$ cat src/rtl/rme_pkg.sv
package rme_pkg;

  // Line operation codes; the encoding is software-visible.
  typedef enum logic [1:0] {
    MNT_CLEAN_INV    = 2'd0,
    MNT_INV_ONLY     = 2'd1,
    MNT_CLEAN_SHARED = 2'd2,
    MNT_RESERVED     = 2'd3
  } mnt_op_e;

  typedef enum logic [1:0] {
    WLK_IDLE   = 2'd0,
    WLK_ISSUE  = 2'd1,
    WLK_FINISH = 2'd2
  } walk_state_e;

  localparam int unsigned OFS_FIRST    = 'h00;
  localparam int unsigned OFS_LIMIT    = 'h08;
  localparam int unsigned OFS_CTRL     = 'h10;
  localparam int unsigned WINDOW_BYTES = 'h278;
  localparam int unsigned REG_OFS_W    = $clog2(WINDOW_BYTES);

endpackage

$ cat src/rtl/rme_regs.sv
module rme_regs
  import rme_pkg::*;
#(
  parameter int unsigned ADDR_W = 40,
  parameter int unsigned DATA_W = 64
) (
  input  logic              clk,
  input  logic              rst_n,
  input  logic              wr_en,
  input  logic [REG_OFS_W-1:0] ofs,
  input  logic [DATA_W-1:0] wdata,
  input  logic              walk_done,
  output logic [DATA_W-1:0] rdata,
  output logic [ADDR_W-1:0] first_q,
  output logic [ADDR_W-1:0] limit_q,
  output logic [1:0]        mode_q,
  output logic              go_q,
  output logic              launch
);

  logic wr_open, sel_first, sel_limit, sel_ctrl;
  logic unused_wdata_hi;

  assign sel_first = (ofs == REG_OFS_W'(OFS_FIRST));
  assign sel_limit = (ofs == REG_OFS_W'(OFS_LIMIT));
  assign sel_ctrl  = (ofs == REG_OFS_W'(OFS_CTRL));
  // Programming is locked out for the whole walk.
  assign wr_open   = wr_en && !go_q;
  assign launch    = wr_open && sel_ctrl && wdata[0];
  assign unused_wdata_hi = ^wdata[DATA_W-1:ADDR_W];

  always_ff @(posedge clk) begin
    if (!rst_n) begin
      first_q <= '0;
      limit_q <= '0;
      mode_q  <= '0;
      go_q    <= 1'b0;
    end else if (wr_open) begin
      if (sel_first) first_q <= wdata[ADDR_W-1:0];
      if (sel_limit) limit_q <= wdata[ADDR_W-1:0];
      if (sel_ctrl) begin
        mode_q <= wdata[2:1];
        go_q   <= wdata[0];
      end
    end else if (walk_done) begin
      go_q <= 1'b0;
    end
  end

  always_comb begin
    rdata = '0;
    if (sel_first)      rdata[ADDR_W-1:0] = first_q;
    else if (sel_limit) rdata[ADDR_W-1:0] = limit_q;
    else if (sel_ctrl)  rdata[2:0]        = {mode_q, go_q};
  end

endmodule

$ cat src/rtl/rme_walker.sv
module rme_walker
  import rme_pkg::*;
#(
  parameter int unsigned ADDR_W     = 40,
  parameter int unsigned LINE_BYTES = 64
) (
  input  logic              clk,
  input  logic              rst_n,
  input  logic              launch,
  input  logic [1:0]        mode_in,
  input  logic [ADDR_W-1:0] first_addr,
  input  logic [ADDR_W-1:0] limit_addr,
  input  logic              mnt_ready,
  output logic              mnt_valid,
  output logic [ADDR_W-1:0] mnt_addr,
  output logic [1:0]        mnt_op,
  output logic              walk_done,
  output logic              launch_skip
);

  localparam int unsigned LINE_SHIFT = $clog2(LINE_BYTES);

  // Round an address down to the start of its line.
  function automatic logic [ADDR_W-1:0] line_floor(input logic [ADDR_W-1:0] a);
    return {a[ADDR_W-1:LINE_SHIFT], LINE_SHIFT'(0)};
  endfunction

  // Following line address, one bit wider so the top of the space cannot wrap.
  function automatic logic [ADDR_W:0] line_step(input logic [ADDR_W-1:0] a);
    return {1'b0, a} + (ADDR_W+1)'(LINE_BYTES);
  endfunction

  function automatic logic span_empty(input logic [ADDR_W-1:0] lo,
                                      input logic [ADDR_W-1:0] hi);
    return hi <= lo;
  endfunction

  walk_state_e      state_q;
  logic [ADDR_W-1:0] cur_q;
  logic [1:0]        op_q;
  logic              line_accept;
  logic [ADDR_W:0]   nxt;

  assign launch_skip = span_empty(first_addr, limit_addr) || (mode_in == MNT_RESERVED);
  assign mnt_valid   = (state_q == WLK_ISSUE);
  assign mnt_addr    = cur_q;
  assign mnt_op      = op_q;
  assign line_accept = mnt_valid && mnt_ready;
  assign walk_done   = (state_q == WLK_FINISH);
  assign nxt         = line_step(cur_q);

  always_ff @(posedge clk) begin
    if (!rst_n) begin
      state_q <= WLK_IDLE;
      cur_q   <= '0;
      op_q    <= '0;
    end else begin
      unique case (state_q)
        WLK_IDLE: if (launch) begin
          cur_q   <= line_floor(first_addr);
          op_q    <= mode_in;
          state_q <= launch_skip ? WLK_FINISH : WLK_ISSUE;
        end
        WLK_ISSUE: if (line_accept) begin
          if (nxt >= {1'b0, limit_addr}) state_q <= WLK_FINISH;
          else                            cur_q   <= nxt[ADDR_W-1:0];
        end
        WLK_FINISH: state_q <= WLK_IDLE;
        default:    state_q <= WLK_IDLE;
      endcase
    end
  end

endmodule

$ cat src/rtl/range_maint_engine.sv
module range_maint_engine
  import rme_pkg::*;
#(
  parameter int unsigned ADDR_W     = 40,
  parameter int unsigned DATA_W     = 64,
  parameter int unsigned LINE_BYTES = 64
) (
  input  logic                 clk,
  input  logic                 rst_n,
  input  logic                 reg_wr_en,
  input  logic [REG_OFS_W-1:0] reg_ofs,
  input  logic [DATA_W-1:0]    reg_wdata,
  output logic [DATA_W-1:0]    reg_rdata,
  output logic                 mnt_valid,
  input  logic                 mnt_ready,
  output logic [ADDR_W-1:0]    mnt_addr,
  output logic [1:0]           mnt_op
);

  // Named internal events, also used by the bound checker.
  logic [ADDR_W-1:0] first_q, limit_q;
  logic [1:0]        mode_q;
  logic              go_q, launch, launch_skip, walk_done;

  rme_regs #(.ADDR_W(ADDR_W), .DATA_W(DATA_W)) u_regs (
    .clk       (clk),
    .rst_n     (rst_n),
    .wr_en     (reg_wr_en),
    .ofs       (reg_ofs),
    .wdata     (reg_wdata),
    .walk_done (walk_done),
    .rdata     (reg_rdata),
    .first_q   (first_q),
    .limit_q   (limit_q),
    .mode_q    (mode_q),
    .go_q      (go_q),
    .launch    (launch)
  );

  rme_walker #(.ADDR_W(ADDR_W), .LINE_BYTES(LINE_BYTES)) u_walker (
    .clk         (clk),
    .rst_n       (rst_n),
    .launch      (launch),
    .mode_in     (reg_wdata[2:1]),
    .first_addr  (first_q),
    .limit_addr  (limit_q),
    .mnt_ready   (mnt_ready),
    .mnt_valid   (mnt_valid),
    .mnt_addr    (mnt_addr),
    .mnt_op      (mnt_op),
    .walk_done   (walk_done),
    .launch_skip (launch_skip)
  );

endmodule

$ cat config.mk
export PLATFORM = sky130hd
export DESIGN_NAME = range_maint_engine
export DESIGN_NICKNAME = d
export VERILOG_FILES = /design/src/rtl/rme_pkg.sv /design/src/rtl/rme_regs.sv /design/src/rtl/rme_walker.sv /design/src/rtl/range_maint_engine.sv
export SDC_FILE = /design/constraint.sdc
export NUM_CORES = 1
export LEC_CHECK = 0
export ABC_AREA = 0
export CORE_MARGIN = 4
export CORE_UTILIZATION = 55
export CTS_BUF_LIST = sky130_fd_sc_hd__clkbuf_4 sky130_fd_sc_hd__clkbuf_8
export CTS_CLUSTER_SIZE = 25
export DETAILED_ROUTE_END_ITERATION = 10
export PLACE_DENSITY = 0.85
export SLEW_MARGIN = 40
export SYNTH_ARGS = -nofsm -noshare
export SYNTH_HDL_FRONTEND = slang
export SYNTH_HIERARCHICAL = 1
export SYNTH_SLANG_ARGS = --single-unit
$ cat constraint.sdc
create_clock -name clk -period 8.6 [get_ports clk]
set_clock_uncertainty 0.2 [all_clocks]
set_input_delay 0.86 -clock clk [delete_from_list [all_inputs] [get_ports clk]]
set_output_delay 0.86 -clock clk [all_outputs]
set_load 0.05 [all_outputs]
==> run_results.csv <==
group,metric,value,unit
sta,hold_ws,0.267,ns
critical_path,worstPathCellList,"nand2_1 -> nor3_2 -> nand2_1 -> nor3_1 -> xor2_1 -> ha_1 -> nand4_1 -> nor4_1 -> o2111ai_1 -> a41oi_1 -> o31a_4 -> mux2i_1 -> a21oi_1",
sta,rsz0062_at_grt,"false",
sta,setup_viol,0,
clocking,htreeDepth,4,
critical_path,crit_top_cell,"nand2_1",
critical_path,worst_setup_path_start_kind,"register",
detailed_routing,wirelength,22800,um
cells_and_area,antennaDiodeCount,0,
global_route,grt_pass1_vias,7640,
cells_and_area,fin_area,10100,um2
placed_design,hpwl,16100,um
cells_and_area,n_fill_cell,1246,
logic_synthesis,synth_warnings,6,
detailed_routing,routed-via-count,7817,
sta,fin_crit,5.29,ns
critical_path,r2r_start,"u_walker/mnt_addr[6]$_SDFFE_PN0P_",
min_path,hp-class,"reg2reg",
logic_synthesis,synth.avg_cell_area,8.12,um2
placed_design,place.gp.congestion,0.866,
clocking,root_buffer,"clkbuf_8",
detailed_routing,first_iter_violations,572,
critical_path,end_kind,"register",
cells_and_area,final_layout_size_suffix_gt1_frac,0.0524,
critical_path,cp-startpoint,"u_walker/mnt_addr[6]$_SDFFE_PN0P_",
critical_path,r2r_setup_slack,3.31,ns
critical_path,worstRegToRegCells,13,
critical_path,timing.rr.end,"u_walker/mnt_addr[35]$_SDFFE_PN0P_",
global_route,antenna_found_initial,0,
sta,finalSetupTns,0,ns
power,leakagePower,4.59,nW
floorplan,start_util,0.562,
floorplan,die_height,133,um
placed_design,port_buffers,130,
sta,max_slew_margin,0.494,
floorplan,rows,45,
critical_path,crit_arrival,5.42,ns
global_route,grt_overflow,0,
clocking,cts_inserted_buffers,17,
critical_path,worstPathMaxFanout,48,
cells_and_area,layout_commonest_cell,"nand2_1",
status,status,"finished clean",
global_route,grt_max_degree,96,
run,maxCapViolations,0,
cells_and_area,final_cell_mix,"168 x nand2_1, 132 x mux2i_1, 128 x clkdlybuf4s50_1",
critical_path,critPathRequiredTime,8.73,ns
global_route,grt_use_total,0.253,
logic_synthesis,syn-instance-count,1052,
floorplan,die-area,17600,um2
clocking,cts_tree,"built",
detailed_routing,drcViolationCount,0,
logic_synthesis,syn_area,8540,um2
sta,worst_pin_slew,0.759,ns
clocking,cts_sinks,121,
floorplan,ioPinCount,185,
floorplan,coreArea,15200,um2
sta,finalHoldViolations,0,
critical_path,path_class,"reg2reg",
detailed_routing,drtAntennaViolNets,0,
sta,clock.fmax,189,MHz
clocking,clk_pin_slew,0.07,ns
floorplan,die_w,133,um
critical_path,worstSetupEndpoint,"u_walker/mnt_addr[35]$_SDFFE_PN0P_",
placed_design,place_area,9760,um2
cells_and_area,final_nets,1307,
power,ir_drop,0.0000825,V
clocking,worst_skew_pair.late_latency,0.45,ns
cells_and_area,synthToLayoutAreaGrowth,18.5,%
clocking,hold_buffers,0,
clocking,ctsResizeCount,0,
detailed_routing,vias_per_cell,5.78,
power,power.density,112,nW/um2
critical_path,crit_slowest_cell,"o31a_4",
detailed_routing,dr.pass1.iters,6,
clocking,cts_buffer_depth,2,
clocking,cts_setup_buffers,0,
sta,finalMaxSlewViolations,0,
sta,layout_setup_ws,3.31,ns
sta,min_period_over_period,0.615,
placed_design,place_ws,3.54,ns
detailed_routing,wire_per_inst,16.8,um
critical_path,cpPeakStageDelay,0.65,ns
global_route,grt_pass1_wl,36900,um
cells_and_area,seq_area,2420,um2
cells_and_area,multiInputGateArea,5430,um2
==> layer usage <==
layer / vias to the layer above / wire length [um] / track usage
met5: - / 0 / 0
met4: 0 / 463 / 0.0826
met3: 40 / 1300 / 0.0631
met2: 262 / 10900 / 0.432
met1: 3720 / 10100 / 0.312
li1: 3795 / - / -
==> sequential cells by signal, indices dropped and copies added (netlist names) <==
name / flops
u_regs/first_q: 40
u_walker/mnt_op: 2
u_walker/state_q: 2
u_regs/mode_q: 2
u_walker/mnt_addr: 34
u_regs/limit_q: 40
u_regs/go_q: 1
==> stage by stage <==
step	std cells	util	total power, mW
finish	1353	0.666	1.13
global route	1353	0.666	1.17
detailed placement	1323	0.642	0.664
floorplan	1080	-	0.642
CTS	1353	0.666	1.14
global placement	1323	0.641	0.663
==> where the power goes <==
part	internal (mW)	switching (mW)	total (mW)	leakage (nW)
registers	0.560	0.000182	0.560	0.974
clock network	0.252	0.229	0.481	0.183
logic	0.0305	0.0606	0.0911	3.43
total	0.843	0.290	1.13	4.59
==> how the worst min path moves through the flow <==
stage,cells past startpoint,start,to
floorplan,2,u_regs/mode_q[0]$_SDFFE_PN0P_,u_regs/mode_q[0]$_SDFFE_PN0P_
global placement,2,u_regs/mode_q[1]$_SDFFE_PN0P_,u_regs/mode_q[1]$_SDFFE_PN0P_
detailed placement,2,u_regs/mode_q[0]$_SDFFE_PN0P_,u_regs/mode_q[0]$_SDFFE_PN0P_
CTS,2,u_regs/mode_q[0]$_SDFFE_PN0P_,u_regs/mode_q[0]$_SDFFE_PN0P_
global route,2,u_walker/mnt_op[0]$_SDFFE_PN0P_,u_walker/mnt_op[0]$_SDFFE_PN0P_
finish,2,u_regs/mode_q[0]$_SDFFE_PN0P_,u_regs/mode_q[0]$_SDFFE_PN0P_
==> layout make-up <==
| type | instances | share of cell area |
|---|---|---|
| inverter | 83 | 0.0308 |
| multi-input combinational | 793 | 0.537 |
| clock inverter | 8 | 0.00717 |
| timing repair buffer | 138 | 0.134 |
| tap | 188 | 0.0232 |
| sequential | 121 | 0.239 |
| clock buffer | 22 | 0.0287 |
==> worst max-delay path: cells and delay by family (launching register included) <==
family | cells | cell delay (ns)
compound gates | 4 | 1.42
xor+xnor | 1 | 0.16
flops | 1 | 0.50
fa+ha+maj | 1 | 0.33
mux | 1 | 0.30
simple gates | 6 | 2.24
Note: power is estimated with default switching activity, not from simulation.
